==> src/rtl/useq_pkg.sv <==
package useq_pkg;

    typedef enum logic [1:0] {
        COND_JMP = 2'b00,
        COND_JZ  = 2'b01,
        COND_JN  = 2'b10,
        COND_MAP = 2'b11
    } cond_e;

    typedef enum logic {
        PH_FETCH = 1'b0,
        PH_EXEC  = 1'b1
    } phase_e;

    typedef enum logic [1:0] {
        SRC_INC   = 2'd0,
        SRC_FIELD = 2'd1,
        SRC_MAP   = 2'd2
    } src_e;

endpackage

==> src/rtl/useq_rom.sv <==
module useq_rom #(
    parameter int ADDR_W     = 6,
    parameter int CTRL_W     = 12,
    parameter int OPC_W      = 3,
    parameter int MAP_BASE   = 32,
    parameter int MAP_STRIDE = 4,
    parameter int ZERO_TGT   = 8,
    parameter int NEG_TGT    = 12,
    localparam int WORD_W    = CTRL_W + 1,
    localparam int DEPTH     = 2 ** ADDR_W
) (
    input  logic [ADDR_W-1:0] addr_i,
    output logic [WORD_W-1:0] word_o
);
    import useq_pkg::*;

    localparam int NOPC = 2 ** OPC_W;

    function automatic logic [WORD_W-1:0] ctrl_word(input int value);
        logic [WORD_W-1:0] w;
        w = '0;
        w[CTRL_W-1:0] = CTRL_W'(value);
        return w;
    endfunction

    function automatic logic [WORD_W-1:0] br_word(input cond_e c, input int tgt);
        logic [WORD_W-1:0] w;
        w = '0;
        w[WORD_W-1]          = 1'b1;
        w[ADDR_W+1:ADDR_W]   = c;
        w[ADDR_W-1:0]        = ADDR_W'(tgt);
        return w;
    endfunction

    function automatic logic [WORD_W-1:0] entry(input int a);
        int k;
        int j;
        if (a == 0)             return ctrl_word(32'h001);
        if (a == 1)             return ctrl_word(32'h002);
        if (a == 2)             return br_word(COND_MAP, 0);
        if (a == ZERO_TGT)      return ctrl_word(32'h0A0);
        if (a == ZERO_TGT + 1)  return br_word(COND_JMP, 0);
        if (a == NEG_TGT)       return ctrl_word(32'h0C0);
        if (a == NEG_TGT + 1)   return br_word(COND_JMP, 0);
        if (a >= MAP_BASE && a < MAP_BASE + NOPC * MAP_STRIDE) begin
            k = (a - MAP_BASE) / MAP_STRIDE;
            j = (a - MAP_BASE) % MAP_STRIDE;
            case (j)
                0: return ctrl_word(32'h400 | (k << 4));
                1: return (k % 2 == 1) ? br_word(COND_JN, NEG_TGT)
                                       : br_word(COND_JZ, ZERO_TGT);
                2: return ctrl_word(32'h200 | (k << 4));
                3: return br_word(COND_JMP, 0);
                default: return ctrl_word(a);
            endcase
        end
        return ctrl_word(a);
    endfunction

    logic [WORD_W-1:0] store [DEPTH];

    for (genvar i = 0; i < DEPTH; i++) begin : g_word
        assign store[i] = entry(i);
    end

    assign word_o = store[addr_i];

endmodule

==> src/rtl/useq_map.sv <==
module useq_map #(
    parameter int ADDR_W     = 6,
    parameter int OPC_W      = 3,
    parameter int MAP_BASE   = 32,
    parameter int MAP_STRIDE = 4
) (
    input  logic [OPC_W-1:0]  opcode_i,
    output logic [ADDR_W-1:0] addr_o
);
    localparam logic [ADDR_W-1:0] BASE_A   = ADDR_W'(MAP_BASE);
    localparam logic [ADDR_W-1:0] STRIDE_A = ADDR_W'(MAP_STRIDE);

    always_comb begin
        addr_o = BASE_A + ADDR_W'(opcode_i) * STRIDE_A;
    end

endmodule

==> src/rtl/useq_branch.sv <==
module useq_branch #(
    parameter int ADDR_W = 6
) (
    input  logic               is_br_i,
    input  useq_pkg::cond_e    cond_i,
    input  logic [ADDR_W-1:0]  target_i,
    input  logic [ADDR_W-1:0]  car_i,
    input  logic               flag_z_i,
    input  logic               flag_n_i,
    input  logic [ADDR_W-1:0]  map_addr_i,
    output logic [ADDR_W-1:0]  next_o
);
    import useq_pkg::*;

    src_e src;

    always_comb begin
        src = SRC_INC;
        if (is_br_i) begin
            case (cond_i)
                COND_JMP: src = SRC_FIELD;
                COND_JZ:  src = flag_z_i ? SRC_FIELD : SRC_INC;
                COND_JN:  src = flag_n_i ? SRC_FIELD : SRC_INC;
                COND_MAP: src = SRC_MAP;
                default:  src = SRC_INC;
            endcase
        end
    end

    always_comb begin
        case (src)
            SRC_FIELD: next_o = target_i;
            SRC_MAP:   next_o = map_addr_i;
            default:   next_o = car_i + ADDR_W'(1);
        endcase
    end

endmodule

==> src/rtl/useq_core.sv <==
module useq_core #(
    parameter int ADDR_W     = 6,
    parameter int CTRL_W     = 12,
    parameter int OPC_W      = 3,
    parameter int MAP_BASE   = 32,
    parameter int MAP_STRIDE = 4,
    parameter int ZERO_TGT   = 8,
    parameter int NEG_TGT    = 12
) (
    input  logic              clk,
    input  logic              rst_n,
    input  logic [OPC_W-1:0]  opcode_i,
    input  logic              flag_z_i,
    input  logic              flag_n_i,
    output logic [CTRL_W-1:0] ctrl_o,
    output logic [ADDR_W-1:0] uaddr_o,
    output logic              exec_o
);
    import useq_pkg::*;

    localparam int WORD_W = CTRL_W + 1;

    typedef struct packed {
        logic [ADDR_W-1:0] car;
        logic [WORD_W-1:0] cbr;
        phase_e            ph;
    } state_t;

    state_t st_d, st_q;

    logic [WORD_W-1:0] rom_word;
    logic [ADDR_W-1:0] map_addr;
    logic [ADDR_W-1:0] next_addr;

    logic              cbr_is_br;
    cond_e             cbr_cond;
    logic [ADDR_W-1:0] cbr_target;

    assign cbr_is_br  = st_q.cbr[WORD_W-1];
    assign cbr_cond   = cond_e'(st_q.cbr[ADDR_W+1:ADDR_W]);
    assign cbr_target = st_q.cbr[ADDR_W-1:0];

    useq_rom #(
        .ADDR_W(ADDR_W), .CTRL_W(CTRL_W), .OPC_W(OPC_W),
        .MAP_BASE(MAP_BASE), .MAP_STRIDE(MAP_STRIDE),
        .ZERO_TGT(ZERO_TGT), .NEG_TGT(NEG_TGT)
    ) u_rom (
        .addr_i (st_q.car),
        .word_o (rom_word)
    );

    useq_map #(
        .ADDR_W(ADDR_W), .OPC_W(OPC_W),
        .MAP_BASE(MAP_BASE), .MAP_STRIDE(MAP_STRIDE)
    ) u_map (
        .opcode_i (opcode_i),
        .addr_o   (map_addr)
    );

    useq_branch #(.ADDR_W(ADDR_W)) u_branch (
        .is_br_i    (cbr_is_br),
        .cond_i     (cbr_cond),
        .target_i   (cbr_target),
        .car_i      (st_q.car),
        .flag_z_i   (flag_z_i),
        .flag_n_i   (flag_n_i),
        .map_addr_i (map_addr),
        .next_o     (next_addr)
    );

    always_comb begin
        st_d = st_q;
        if (st_q.ph == PH_FETCH) begin
            st_d.cbr = rom_word;
            st_d.ph  = PH_EXEC;
        end else begin
            st_d.car = next_addr;
            st_d.ph  = PH_FETCH;
        end
    end

    always_ff @(posedge clk) begin
        if (!rst_n) begin
            st_q <= '{car: '0, cbr: '0, ph: PH_FETCH};
        end else begin
            st_q <= st_d;
        end
    end

    assign exec_o  = (st_q.ph == PH_EXEC);
    assign uaddr_o = st_q.car;
    assign ctrl_o  = (exec_o && !cbr_is_br) ? st_q.cbr[CTRL_W-1:0] : '0;

endmodule

==> config.mk <==
export PLATFORM = sky130hd
export DESIGN_NAME = useq_core
export DESIGN_NICKNAME = d
export VERILOG_FILES = /design/src/rtl/useq_pkg.sv /design/src/rtl/useq_rom.sv /design/src/rtl/useq_map.sv /design/src/rtl/useq_branch.sv /design/src/rtl/useq_core.sv
export SDC_FILE = /design/constraint.sdc
export NUM_CORES = 1
export LEC_CHECK = 0
export BUFFER_PORTS_ARGS = -buffer_cell sky130_fd_sc_hd__buf_2
export CORE_MARGIN = 4
export CORE_UTILIZATION = 35
export DETAILED_ROUTE_END_ITERATION = 10
export GPL_TIMING_DRIVEN = 0
export PLACE_DENSITY = 0.64
export SLEW_MARGIN = 10
export SYNTH_ARGS = -nofsm -noshare
export SYNTH_HDL_FRONTEND = slang
export SYNTH_HIERARCHICAL = 1
export SYNTH_SLANG_ARGS = --single-unit
==> constraint.sdc <==
create_clock -name clk -period 1.5 [get_ports clk]
set_input_delay 0.3 -clock clk [delete_from_list [all_inputs] [get_ports clk]]
set_output_delay 0.3 -clock clk [all_outputs]
set_load 0.02 [all_outputs]
==> flow_metrics.py <==
metrics = {
    "drt": {
        "dr.pass1.iters": 4,
        "top_layer_used": "met4",
        "wl_met1_mm": 1.697,
        "route.vias.total": 1301,
        "antenna_left": 0,
        "met2_length_mm": 1.690,
        "drt-total-wl_mm": 3.595,
        "wire_per_inst_um": 13.62,
        "wl_met3_um": 151,
        "drcViolationCount": 0,
        "avgViaCountPerCell": 4.928,
        "drt-initial-drc-count": 75,
    },
    "setup_path": {
        "required_ns": 1.66,
        "reg2reg_slack_ns": -0.08,
        "crit_chain": "a21oi_2, o21a_1, ha_4, clkbuf_16, a221oi_2, a21oi_1, mux2i_1, nor2b_1",
        "worst_setup_path_end_kind": "register",
        "critPathMaxStageDelay_ns": 0.37,
        "path_max_fanout": 5,
        "critical_path_class": "register to register",
        "cpMaxStageDelayCell": "dfxtp_4",
        "crit_arrival_ns": 1.74,
        "critPathLaunchType": "register",
    },
    "logic_synthesis": {
        "synth.cell_area_mm2": 0.001521,
        "yosysMostFrequentCell": "nor2b_1",
        "yosys.area.top_type_share": 0.2632,
        "ys_top_cells_by_area": "dfxtp_1, mux2i_1, nor2b_1",
        "async_flop_share": 0,
        "syn-instance-count": 173,
        "ys_seq_area_frac": 0.2632,
        "postSynthAreaPerCell_um2": 8.795,
        "synth-warning-count": 6,
        "yosysTopAreaCell": "dfxtp_1",
        "synth_ff_type": "dfxtp_1",
        "synth-seq-cells": 20,
        "synth_edf_count": 0,
        "ys_types": 38,
        "synth_common_cells": "nor2b_1, dfxtp_1, mux2i_1, buf_4, and2_1",
    },
    "timing": {
        "finalWorstSetupSlack_ns": -0.08048,
        "setup-violations-final": 5,
        "fin_skew_ns": 0.005652,
        "maxClockFrequency_mhz": 632.7,
        "fin_crit_sh": 1.054,
        "final_hold_viol_count": 0,
        "layout_min_cycle_time_ns": 1.580,
        "hold_ws_ns": 0.4267,
        "rsz0062_at_grt": "yes",
        "slew_viol_final": 0,
        "finalSetupTns_ns": -0.2278,
    },
    "cells_and_area": {
        "nets": 230,
        "antenna_cells": 0,
        "num-fill-cells": 401,
        "final_cells": 264,
        "area_growth_pct": 37.91,
        "stdcell_area_mm2": 0.002098,
        "finalCoreUtilization": 0.5099,
        "drive_gt1_frac": 0.4533,
    },
    "power_and_ir_drop": {
        "powerDensity_mw_per_mm2": 629.5,
        "finalPower_mw": 1.321,
        "p_leak_nw": 0.9143,
        "vdd_drop_max_mv": 0.2431,
    },
    "die": {
        "num_rows": 23,
        "initial_core_util": 0.3697,
        "die_x_um": 73.93,
        "core_mm2": 0.004115,
        "num_io_pins": 26,
        "chipHeight_um": 73.93,
        "die_area_mm2": 0.005466,
    },
    "placed_design": {
        "dp_hpwl_mm": 2.344,
        "place_area_mm2": 0.001740,
        "finalWeightedCongestion": 0.8338,
        "place_inst": 246,
        "io_buffer_count": 21,
        "post-place-ws_ns": -0.3134,
    },
    "global_route": {
        "overflow": 0,
        "grt_pass1_vias": 1085,
        "grt_first_pass_wirelength_mm": 5.340,
        "grt_max_degree": 14,
        "grt_usage": 0.1252,
        "antenna_found_initial": 0,
    },
    "clock_tree": {
        "cts_made_buffers": 3,
        "clk_pin_slew_ns": 0.07,
        "cts_sinks": 20,
        "clk_latency_ns": 0.27,
        "tritoncts": "built",
        "htree_num_levels": 1,
        "clockBufferDepth": 2,
        "hold_buffers": 0,
        "cts_root_buf": "clkbuf_8",
    },
    "run": {
        "drv_cap": 0,
    },
    "run_status": {
        "outcome": "finished with violations",
        "violations": "setup timing",
    },
    "hold_path": {
        "min_path_type": "input port to register",
    },
}
==> registers in the layout (all words and copies together) (netlist names) <==
| register | count |
|---|---|
| cbr_cond | 2 |
| cbr_is_br | 1 |
| cbr_target | 6 |
| exec_o | 1 |
| st_q | 4 |
| uaddr_o | 6 |
==> worst max-delay path, delay by kind of cell (launching register included) <==
family,cells,cell delay [ns]
AO/OA/AOI/OAI,4,0.54
adder cells (fa/ha/maj),1,0.22
buffers and inverters,1,0.16
flip-flops,1,0.37
multiplexers,1,0.13
AND/OR/NAND/NOR,1,0.06
==> where the power goes <==
group / total [mW] / internal [mW] / switching [mW]
combinational: 0.326 / 0.175 / 0.150
sequential: 0.573 / 0.548 / 0.0254
clock: 0.422 / 0.234 / 0.188
==> cells by family after synthesis <==
group / count (synthesis) / share of synthesized area
AO/OA/AOI/OAI: 34 / 0.1587
XOR/XNOR: 3 / 0.01727
adder cells (fa/ha/maj): 8 / 0.06579
buffers and inverters: 32 / 0.1390
flip-flops: 20 / 0.2632
multiplexers: 20 / 0.1316
other: 3 / 0.007401
AND/OR/NAND/NOR: 53 / 0.2171
==> cell type report <==
cell class | count | area, um^2 | share of cell area
clock buffers | 4 | 55.05 | 0.02624
inverters | 8 | 32.53 | 0.01550
repair buffers | 35 | 291.5 | 0.1389
flip-flops and latches | 20 | 422.9 | 0.2016
plain buffers | 24 | 210.2 | 0.1002
well taps | 50 | 62.56 | 0.02982
multi-input cells | 123 | 1023 | 0.4878
==> layer usage <==
metal  up-vias  track usage
met2        31       0.2037
met4         0      0.04225
li1        661            -
met5         -            0
met3         7      0.01351
met1       602       0.1724
==> worst paths after layout <==
kind | startpoint | endpoint | depth (start not counted)
worst max-delay path | cbr_cond[1]$_SDFFE_PN0N_ | uaddr_o[0]$_SDFFE_PN0P_ | 8
worst max register to register | cbr_cond[1]$_SDFFE_PN0N_ | uaddr_o[0]$_SDFFE_PN0P_ | 8
worst min-delay path | rst_n | cbr_cond[0]$_SDFFE_PN0N_ | 2
worst min register to register | st_q[11]$_SDFFE_PN0N_ | st_q[11]$_SDFFE_PN0N_ | 2
==> timing repair <==
item                       in CTS  in global routing
pin swaps                       2                  4
setup buffers                   1                 11
gates cloned                    1                  1
setup endpoints to repair      25                 21
resized for setup              15                 47
==> cell usage in the layout (no fill, tap or decap), types with 2 or more instances in the layout <==
master and count:
nor2b_1 20, nand2_1 5, buf_4 27, inv_1 7
a221oi_2 3, a21oi_2 2, o21ai_0 7, xor2_1 2
and2_4 9, buf_2 9, buf_6 18, a31oi_1 2
dfxtp_2 3, ha_1 4, dfxtp_1 12, clkbuf_1 2
conb_1 5, and2_1 5, nor2_1 3, nand3_1 3
ha_2 2, mux2i_1 20, dfxtp_4 5, ha_4 2
a21oi_1 7, clkbuf_8 5
Power figures use the tool's default switching activity.
